===== config.mk =====
export PLATFORM = sky130hd
export DESIGN_NAME = fctl_regblk
export DESIGN_NICKNAME = d
export VERILOG_FILES = /design/src/rtl/fctl_pkg.sv /design/src/rtl/fctl_cmd_class.sv /design/src/rtl/fctl_evt_map.sv /design/src/rtl/fctl_irq_next.sv /design/src/rtl/fctl_regblk.sv
export SDC_FILE = /design/constraint.sdc
export NUM_CORES = 1
export LEC_CHECK = 0
export BUFFER_PORTS_ARGS = -buffer_cell sky130_fd_sc_hd__buf_2
export CAP_MARGIN = 40
export CELL_PAD_IN_SITES_DETAIL_PLACEMENT = 0
export CELL_PAD_IN_SITES_GLOBAL_PLACEMENT = 1
export CORE_UTILIZATION = 45
export CTS_CLUSTER_SIZE = 14
export DETAILED_ROUTE_END_ITERATION = 8
export PLACE_DENSITY = 0.88
export RECOVER_POWER = 50
export SETUP_SLACK_MARGIN = 0.05
export SLEW_MARGIN = 20
export SYNTH_ARGS = -nofsm -noshare
export SYNTH_HDL_FRONTEND = slang
export SYNTH_SLANG_ARGS = --single-unit

===== constraint.sdc =====
create_clock -name clk -period 4.3 [get_ports clk]
set_clock_uncertainty 0.2 [all_clocks]
set_input_delay 0.43 -clock clk [delete_from_list [all_inputs] [get_ports clk]]
set_output_delay 0.43 -clock clk [all_outputs]
set_load 0.02 [all_outputs]

===== src/rtl/fctl_pkg.sv =====
package fctl_pkg;

  localparam int unsigned REG_W = 16;

  // register indices on the register port
  localparam int unsigned RA_CMD  = 0;
  localparam int unsigned RA_CFG1 = 1;
  localparam int unsigned RA_CFG2 = 2;
  localparam int unsigned RA_STAT = 3;
  localparam int unsigned RA_INT  = 4;
  localparam int unsigned RA_WP   = 5;

  // interrupt status bit positions
  localparam int unsigned IB_RST    = 4;
  localparam int unsigned IB_ERASE  = 5;
  localparam int unsigned IB_PROG   = 6;
  localparam int unsigned IB_LOAD   = 7;
  localparam int unsigned IB_MASTER = 15;

  // controller status bit positions
  localparam int unsigned SB_CMD   = 10;
  localparam int unsigned SB_ERASE = 11;
  localparam int unsigned SB_PROG  = 12;
  localparam int unsigned SB_LOAD  = 13;

  // configuration-1 bit positions
  localparam int unsigned CB_POL = 6;
  localparam int unsigned CB_RDY = 7;

  localparam logic [REG_W-1:0] ERR_MASK =
    REG_W'((1 << SB_CMD) | (1 << SB_ERASE) | (1 << SB_PROG) | (1 << SB_LOAD));
  localparam logic [REG_W-1:0] CFG1_RD_MASK = 16'hFFE0;

  localparam logic [REG_W-1:0] CFG1_RST    = 16'h40C0;
  localparam logic [REG_W-1:0] WP_VALUE    = 16'h0002;
  localparam logic [REG_W-1:0] INT_COLD    = REG_W'((1 << IB_MASTER) | (1 << IB_LOAD));
  localparam logic [REG_W-1:0] INT_WARM    = REG_W'((1 << IB_MASTER) | (1 << IB_RST));

  typedef enum logic [1:0] {
    CLS_ARRAY = 2'd0,
    CLS_IMM   = 2'd1,
    CLS_RESET = 2'd2,
    CLS_BAD   = 2'd3
  } cmd_cls_e;

  typedef enum logic [1:0] {
    EK_LOAD  = 2'd0,
    EK_PROG  = 2'd1,
    EK_ERASE = 2'd2,
    EK_NONE  = 2'd3
  } evt_kind_e;

endpackage


===== src/rtl/fctl_cmd_class.sv =====
module fctl_cmd_class
  import fctl_pkg::*;
(
  input  logic [REG_W-1:0] code,
  output cmd_cls_e         cls
);

  always_comb begin
    unique case (code)
      16'h0000, 16'h0013, 16'h0080, 16'h001A, 16'h001B,
      16'h0094, 16'h0095, 16'h00B0, 16'h0030:
        cls = CLS_ARRAY;
      16'h0023, 16'h0027, 16'h002A, 16'h002C, 16'h0071, 16'h0065:
        cls = CLS_IMM;
      16'h00F0, 16'h00F3:
        cls = CLS_RESET;
      default:
        cls = CLS_BAD;
    endcase
  end

endmodule


===== src/rtl/fctl_evt_map.sv =====
module fctl_evt_map
  import fctl_pkg::*;
(
  input  logic             evt_vld,
  input  logic [1:0]       evt_kind,
  input  logic             evt_err,
  output logic [REG_W-1:0] int_set,
  output logic [REG_W-1:0] st_set
);

  logic [REG_W-1:0] done_bit;
  logic [REG_W-1:0] err_bit;
  logic             kind_ok;

  always_comb begin
    done_bit = '0;
    err_bit  = '0;
    kind_ok  = 1'b1;
    unique case (evt_kind_e'(evt_kind))
      EK_LOAD:  begin done_bit[IB_LOAD]  = 1'b1; err_bit[SB_LOAD]  = 1'b1; end
      EK_PROG:  begin done_bit[IB_PROG]  = 1'b1; err_bit[SB_PROG]  = 1'b1; end
      EK_ERASE: begin done_bit[IB_ERASE] = 1'b1; err_bit[SB_ERASE] = 1'b1; end
      default:  kind_ok = 1'b0;
    endcase
  end

  always_comb begin
    int_set = '0;
    st_set  = '0;
    if (evt_vld && kind_ok) begin
      int_set            = done_bit;
      int_set[IB_MASTER] = 1'b1;
      if (evt_err) begin
        st_set         = err_bit;
        st_set[SB_CMD] = 1'b1;
      end
    end
  end

endmodule


===== src/rtl/fctl_irq_next.sv =====
module fctl_irq_next
  import fctl_pkg::*;
(
  input  logic [REG_W-1:0] int_q,
  input  logic [REG_W-1:0] st_q,
  input  logic             int_wr,
  input  logic [REG_W-1:0] wdata,
  input  logic [REG_W-1:0] int_set,
  input  logic [REG_W-1:0] st_set,
  input  logic             cmd_bad,
  input  logic             cmd_imm,
  output logic [REG_W-1:0] int_nxt,
  output logic [REG_W-1:0] st_nxt
);

  logic [REG_W-1:0] int_acked;
  logic [REG_W-1:0] st_base;
  logic [REG_W-1:0] cmd_int;
  logic [REG_W-1:0] cmd_st;

  // acknowledge first, then merge new events
  assign int_acked = int_wr ? (int_q & wdata) : int_q;
  assign st_base   = (int_wr && !int_acked[IB_MASTER]) ? (st_q & ~ERR_MASK) : st_q;

  always_comb begin
    cmd_int = '0;
    cmd_st  = '0;
    if (cmd_bad || cmd_imm) cmd_int[IB_MASTER] = 1'b1;
    if (cmd_bad)            cmd_st[SB_CMD]     = 1'b1;
  end

  assign int_nxt = int_acked | int_set | cmd_int;
  assign st_nxt  = st_base | st_set | cmd_st;

endmodule


===== src/rtl/fctl_regblk.sv =====
module fctl_regblk
  import fctl_pkg::*;
#(
  parameter int unsigned ADDR_W = 3
) (
  input  logic              clk,
  input  logic              rst_n,
  input  logic              warm_rst,
  input  logic              reg_wr,
  input  logic [ADDR_W-1:0] reg_addr,
  input  logic [15:0]       reg_wdata,
  output logic [15:0]       reg_rdata,
  input  logic              evt_vld,
  input  logic [1:0]        evt_kind,
  input  logic              evt_err,
  output logic              cmd_go,
  output logic [15:0]       cmd_code,
  output logic              irq,
  output logic              rdy
);

  localparam logic [ADDR_W-1:0] A_CMD  = ADDR_W'(RA_CMD);
  localparam logic [ADDR_W-1:0] A_CFG1 = ADDR_W'(RA_CFG1);
  localparam logic [ADDR_W-1:0] A_CFG2 = ADDR_W'(RA_CFG2);
  localparam logic [ADDR_W-1:0] A_STAT = ADDR_W'(RA_STAT);
  localparam logic [ADDR_W-1:0] A_INT  = ADDR_W'(RA_INT);
  localparam logic [ADDR_W-1:0] A_WP   = ADDR_W'(RA_WP);

  // reset: asynchronous assert, synchronous release
  logic [1:0] rst_sync_q;
  logic       rst_s;

  always_ff @(posedge clk or negedge rst_n) begin
    if (!rst_n) rst_sync_q <= 2'b00;
    else        rst_sync_q <= {rst_sync_q[0], 1'b1};
  end
  assign rst_s = rst_sync_q[1];

  // state
  logic [REG_W-1:0] cmd_q,  cmd_d;
  logic [REG_W-1:0] cfg1_q, cfg1_d;
  logic [REG_W-1:0] cfg2_q, cfg2_d;
  logic [REG_W-1:0] st_q,   st_d;
  logic [REG_W-1:0] int_q,  int_d;
  logic             rdy_q,  rdy_d;
  logic             go_q,   go_d;

  // decode
  logic     wr_cmd, wr_cfg1, wr_cfg2, wr_int;
  logic     cmd_accept;
  logic     soft_rst, any_warm;
  cmd_cls_e cls;

  assign wr_cmd  = reg_wr && (reg_addr == A_CMD);
  assign wr_cfg1 = reg_wr && (reg_addr == A_CFG1);
  assign wr_cfg2 = reg_wr && (reg_addr == A_CFG2);
  assign wr_int  = reg_wr && (reg_addr == A_INT);

  assign cmd_accept = wr_cmd && !int_q[IB_MASTER];

  fctl_cmd_class u_cls (
    .code (reg_wdata),
    .cls  (cls)
  );

  assign soft_rst = cmd_accept && (cls == CLS_RESET);
  assign any_warm = warm_rst || soft_rst;

  logic [REG_W-1:0] evt_int_set, evt_st_set;

  fctl_evt_map u_evt (
    .evt_vld  (evt_vld),
    .evt_kind (evt_kind),
    .evt_err  (evt_err),
    .int_set  (evt_int_set),
    .st_set   (evt_st_set)
  );

  logic [REG_W-1:0] int_upd, st_upd;

  fctl_irq_next u_nxt (
    .int_q   (int_q),
    .st_q    (st_q),
    .int_wr  (wr_int),
    .wdata   (reg_wdata),
    .int_set (evt_int_set),
    .st_set  (evt_st_set),
    .cmd_bad (cmd_accept && (cls == CLS_BAD)),
    .cmd_imm (cmd_accept && (cls == CLS_IMM)),
    .int_nxt (int_upd),
    .st_nxt  (st_upd)
  );

  // next state
  always_comb begin
    cmd_d  = cmd_q;
    cfg1_d = cfg1_q;
    cfg2_d = cfg2_q;
    st_d   = st_q;
    int_d  = int_q;
    rdy_d  = rdy_q;
    go_d   = 1'b0;
    if (any_warm) begin
      cmd_d  = '0;
      cfg1_d = CFG1_RST;
      cfg2_d = '0;
      st_d   = '0;
      int_d  = INT_WARM;
      rdy_d  = 1'b1;
    end else begin
      if (cmd_accept) cmd_d = reg_wdata;
      if (wr_cfg1) begin
        cfg1_d = reg_wdata;
        rdy_d  = reg_wdata[CB_RDY];
      end
      if (wr_cfg2) cfg2_d = reg_wdata;
      st_d  = st_upd;
      int_d = int_upd;
      go_d  = cmd_accept && (cls == CLS_ARRAY);
    end
  end

  // registers
  always_ff @(posedge clk or negedge rst_s) begin
    if (!rst_s) begin
      cmd_q  <= '0;
      cfg1_q <= CFG1_RST;
      cfg2_q <= '0;
      st_q   <= '0;
      int_q  <= INT_COLD;
      rdy_q  <= 1'b1;
      go_q   <= 1'b0;
    end else begin
      cmd_q  <= cmd_d;
      cfg1_q <= cfg1_d;
      cfg2_q <= cfg2_d;
      st_q   <= st_d;
      int_q  <= int_d;
      rdy_q  <= rdy_d;
      go_q   <= go_d;
    end
  end

  // read mux
  always_comb begin
    unique case (reg_addr)
      A_CMD:   reg_rdata = cmd_q;
      A_CFG1:  reg_rdata = cfg1_q & CFG1_RD_MASK;
      A_CFG2:  reg_rdata = cfg2_q;
      A_STAT:  reg_rdata = st_q;
      A_INT:   reg_rdata = int_q;
      A_WP:    reg_rdata = WP_VALUE;
      default: reg_rdata = '0;
    endcase
  end

  assign cmd_go   = go_q;
  assign cmd_code = cmd_q;
  assign irq      = int_q[IB_MASTER] ^ ~cfg1_q[CB_POL];
  assign rdy      = rdy_q;

endmodule


Yosys cells after proc, flatten, opt, wreduce, memory -nomap -nowiden
Cells that the tools add are included.
{"block": "classes", "eq_ne": 26, "muxes": 24, "n_bitwise": 7, "reduce_logical": 26}
{"op": "$mux W16", "count": 11}
{"op": "$eq A16 B8 Y1 const B", "count": 6}
{"op": "$pmux W16 S6", "count": 1}
{"op": "$eq A16 B6 Y1 const B", "count": 5}
{"op": "$eq A16 B5 Y1 const B", "count": 3}
{"op": "$or A16 B16 Y16", "count": 3}
{"op": "$eq A16 B7 Y1 const B", "count": 2}
{"op": "$mux W14", "count": 2}
{"op": "$and A16 B16 Y16", "count": 1}
{"op": "$logic_not A16 Y1", "count": 1}
{"op": "$or A16 B11 Y16", "count": 1}
{"op": "$logic_and A1 B1 Y1", "count": 11}
{"op": "$mux W1", "count": 9}
{"op": "$reduce_or A9 Y1", "count": 1}
{"op": "$eq A2 B2 Y1 const B", "count": 3}
{"op": "$eq A3 B2 Y1 const B", "count": 2}
{"op": "$eq A3 B3 Y1 const B", "count": 2}
{"op": "$pmux W2 S3", "count": 1}
{"op": "$reduce_bool A2 Y1", "count": 3}
{"op": "$reduce_or A6 Y1", "count": 1}
{"op": "$eq A2 B1 Y1 const B", "count": 2}
{"op": "$logic_not A2 Y1", "count": 2}
{"op": "$eq A3 B1 Y1 const B", "count": 1}
{"op": "$logic_not A3 Y1", "count": 1}
{"op": "6 further kinds", "count": 8}
{"block": "totals", "ff_bits": 84}

Logic depth before layout (Yosys ltp)
{"block": "depth", "ltp_word": 9, "ltp_mapped": 7}

Modules after synthesis
Synthesis repeated with hierarchy kept, for this count alone.
{"block": "hier_totals", "hier_cells": 491, "area_unflattened_um2": 4520.6}
{"mod": "fctl_regblk", "instances": 1, "cells_each": 377, "area_each_um2": 3697.3, "seq_area_each_um2": 1958.1}
{"mod": "fctl_irq_next", "instances": 1, "cells_each": 50, "area_each_um2": 360.3, "seq_area_each_um2": 0.0}
{"mod": "fctl_evt_map", "instances": 1, "cells_each": 34, "area_each_um2": 259.0, "seq_area_each_um2": 0.0}
{"mod": "fctl_cmd_class", "instances": 1, "cells_each": 30, "area_each_um2": 203.9, "seq_area_each_um2": 0.0}

Least setup slack after synthesis
OpenSTA, ideal clock, no wires.
{"block": "synth_path", "path_kind": "input -> output", "start": "input port reg_addr[0]", "end": "output port reg_rdata[9]", "arrival_time_ns": 1.751, "setup_slack_ns": 1.919, "path_stages": 7, "cell_sequence": "buf_2 buf_2 buf_2 mux2i_1 nor2_1 a21oi_1 o21ai_0"}
{"block": "synth_via", "elab_chain_len": 2, "word_cells_on_any_way": 7, "classes_between": "5 x eq/ne; 1 x mux; 1 x reduce/logical"}
{"element": "start: declaration", "line_no": "fctl_regblk.sv:10", "source": "input logic [ADDR_W-1:0] reg_addr,"}
{"element": "$eq A3 B3 Y1, or another cell as far along", "line_no": "fctl_regblk.sv:146", "source": "unique case (reg_addr)"}
{"element": "$pmux W16 S6 *", "line_no": "fctl_regblk.sv:146"}
{"element": "end: declaration", "line_no": "fctl_regblk.sv:12", "source": "output logic [15:0] reg_rdata,"}
Every way passes the cells marked *; elsewhere a longest branch is shown, timed or not.

Final worst setup path
{"block": "layout_path", "start": "input port reg_addr[1]", "end": "output port reg_rdata[15]"}
Same word-level chain as after synthesis.

==> flow_metrics.py <==
metrics = {
    "power_and_ir_drop": {
        "max-vdd-ir-drop_mv": 0.157,
        "leakage_nw": 1.70,
        "power.density_nw_per_um2": 314,
    },
    "yosys": {
        "synth.largest_area_cell": "dfrtp_1",
        "syn-num-nets": 423,
        "syn_inst": 396,
        "ys_seq_area_share_pct": 47.9,
        "synth_simple_gate_area_share_pct": 24.2,
        "yosysWarnings": 0,
        "synth.avg_cell_area_sq_um": 8.74,
        "synth.distinct_cells": 49,
        "synth_area_sq_um": 3460,
        "ys_ff_latch": 66,
        "synth_compound_area_share_pct": 16.5,
        "synth_adder_area_share_pct": 0,
        "synthXorXnorAreaFrac_pct": 0.506,
        "synth_edf_count": 0,
        "synthTopCellsByArea": "dfrtp_1 (44%), nand2_1 (10%), a21oi_1 (7.5%)",
        "synth_top_family_by_area": "simple AND/OR/NAND/NOR gates",
        "synth_most_common_cell": "nand2_1",
        "synth_flop_cell": "dfrtp_1",
        "synthTopCellsByCount": "nand2_1 (96), dfrtp_1 (61), a21oi_1 (52)",
        "synthMuxAreaShare_pct": 5.64,
        "ys_async_sr_fraction_pct": 100,
        "netlist.area_leader.share_pct": 44.1,
    },
    "worst_setup_path": {
        "required_ns": 3.67,
        "worstPathArrival_ns": 2.31,
        "critPathKind": "input port to output pin",
        "end_kind": "output pin",
        "start_kind": "input port",
        "r2r_start": "rst_sync_q[1]",
        "critPathMaxFanout": 29,
        "r2r_cells": 3,
        "rrSetupSlack_ns": 1.59,
        "rr_endpoint": "cmd_code[0]",
    },
    "final_layout": {
        "drive_gt1_share_pct": 20.1,
        "finalInstanceArea_sq_um": 3950,
        "diodes": 0,
        "area_delta_synth_final_pct": 14.1,
        "nets": 475,
    },
    "placed_design": {
        "numPortBuffers": 61,
        "dpl.hpwl_um": 6250,
        "placed_cell_area_sq_um": 3770,
        "finalWeightedCongestion": 0.824,
    },
    "sta": {
        "finalSetupViolations": 0,
        "holdWs_ns": 0.153,
        "slew_violations": 0,
        "min_period_ns": 2.94,
        "min_period_over_period_pct": 68.4,
        "worst_slew_pin_slew_ns": 1.49,
        "rsz0062_at_grt": "false",
        "max-slew-margin-rel_pct": 0.545,
        "fmax_mhz": 340,
        "finalHoldViolCount": 0,
        "tns_ns": 0,
    },
    "run_status": {
        "violations": "max-capacitance violations",
        "status": "complete, but fails checks",
    },
    "floorplan": {
        "ios": 62,
        "num_rows": 31,
        "die_width_um": 89.7,
        "die_area_sq_um": 8040,
        "initial_utilization_pct": 47.2,
        "die_height_um": 89.7,
        "core_region_area_sq_um": 7330,
    },
    "cts": {
        "cts_buffers": 9,
        "cts_max_path_buffers": 2,
        "root_buffer": "clkbuf_8",
        "h-tree-depth": 3,
        "cts_tree": "yes",
        "cts_setup_buffers": 0,
        "path_clk_slew_ns": 0.08,
        "clock-sinks": 66,
        "clk_latency_ns": 0.34,
    },
    "drt": {
        "wl_um": 9690,
        "first_pass_iters": 5,
        "via_count": 3090,
        "drc": 0,
        "drtIter0Drc": 225,
        "wl_per_cell_um": 17.6,
        "postRouteAntennaNets": 0,
        "routed_via_density": 5.60,
    },
    "global_routing": {
        "grt_pass1_wl_um": 15200,
        "grt_max_degree": 65,
        "grt_pass1_vias": 2915,
        "grtUsageTotal_pct": 26.0,
        "antenna_found_initial": 0,
        "grt_overflow": 0,
    },
    "worst_hold_path": {
        "holdPathEnd": "cfg1_q[13]",
        "hp-class": "input port to flop",
        "hp-start": "reg_wdata[13]",
        "hold_depth": 3,
    },
    "flow_run": {
        "maxCapViolCount": 1,
    },
}
-- routing by layer --
metal / global-route usage, % / part of all wire, % / vias up
met3: 4.66 / 5.9 / 15
met1: 37.4 / 47 / 1507
li1: - / - / 1461
met4: 9.67 / 1.8 / 0
met2: 39.5 / 46 / 107
met5: 0 / 0 / -
-- cell type report --
cell class                 count  area (sq um)
timing repair buffer          70           350
fill                         728          3380
sequential                    66          1660
clock buffer                  13           159
inverter                       5          18.8
clock inverter                 3          15.0
multi-input combinational    296          1620
tap                           99           124
-- state kept, by name, indices dropped and copies added, names as in the netlist --
name        cells
st_q            4
cmd_code       16
cmd_go          1
cfg1_q         11
int_q          16
rst_sync_q      2
cfg2_q         16
-- worst max-delay path, stage by stage --
cell	delay (ns)
buf_2	0.52
nor2b_1	0.67
a21oi_1	0.15
o21ai_0	0.29
buf_2	0.23
-- placed cells by master, fill, tap and decap left out, types with 2 or more instances in the layout --
master / netlist / layout
a21oi_1: 52 / 52
a21oi_2: 7 / 7
a2bb2oi_1: 2 / 2
and3_1: 2 / 2
buf_2: 5 / 44
buf_4: 1 / 5
clkbuf_1: 17 / 20
clkbuf_8: 0 / 11
clkinv_2: 0 / 3
dfrtp_1: 61 / 60
dfstp_2: 5 / 5
dlygate4sd3_1: 0 / 2
inv_1: 5 / 5
mux2i_1: 15 / 15
mux4_2: 2 / 2
nand2_1: 96 / 96
nand2b_1: 3 / 3
nand3_1: 14 / 14
nand3b_1: 3 / 3
nor2_1: 33 / 33
nor2_2: 2 / 2
nor2b_1: 4 / 4
nor3b_1: 3 / 3
nor4_1: 3 / 3
o21ai_0: 27 / 27
o22ai_1: 2 / 2
or2_2: 2 / 2
or3b_2: 2 / 2
xnor2_1: 2 / 2
-- per-stage QoR --
step | std cells | total power, W | worst slack [ns] | utilization (%)
2_1_floorplan | 396 | 0.000735 | 1.92 | -
3_3_place_gp | 532 | 0.000779 | 1.40 | 51.4
3_5_place_dp | 533 | 0.000780 | 1.41 | 51.5
4_1_cts | 550 | 0.00125 | 1.47 | 54.0
5_1_grt | 552 | 0.00129 | 1.22 | 53.9
6_report | 552 | 0.00124 | 1.36 | 53.9
-- how the worst max path moves through the flow --
stage / cells past startpoint / to / slack, ns / from
finish: 5 / reg_rdata[15] / 1.36 / reg_addr[1]
global route: 3 / cfg2_q[4] / 1.22 / rst_sync_q[1]
CTS: 5 / reg_rdata[15] / 1.47 / reg_addr[1]
detailed placement: 5 / cfg1_q[5] / 1.41 / reg_addr[1]
global placement: 5 / reg_rdata[15] / 1.40 / reg_addr[1]
floorplan: 7 / reg_rdata[9] / 1.92 / reg_addr[0]
-- kinds of logic after synthesis --
| family | after synthesis |
|---|---|
| AO/OA/AOI/OAI | 99 |
| multiplexers | 17 |
| other | 1 |
| buffers and inverters | 34 |
| XOR/XNOR | 2 |
| flip-flops | 66 |
| AND/OR/NAND/NOR | 177 |
-- repair_timing --
action | CTS | global route
hold buffers | 1 | 1
resized for setup | 0 | 0
hold endpoints to repair | 2 | 4
-- report_power, final --
group	switching, W	internal [W]
sequential	0.00000610	0.000632
clock	0.000233	0.000238
combinational	0.0000929	0.0000397
Power figures use the tool's default switching activity.
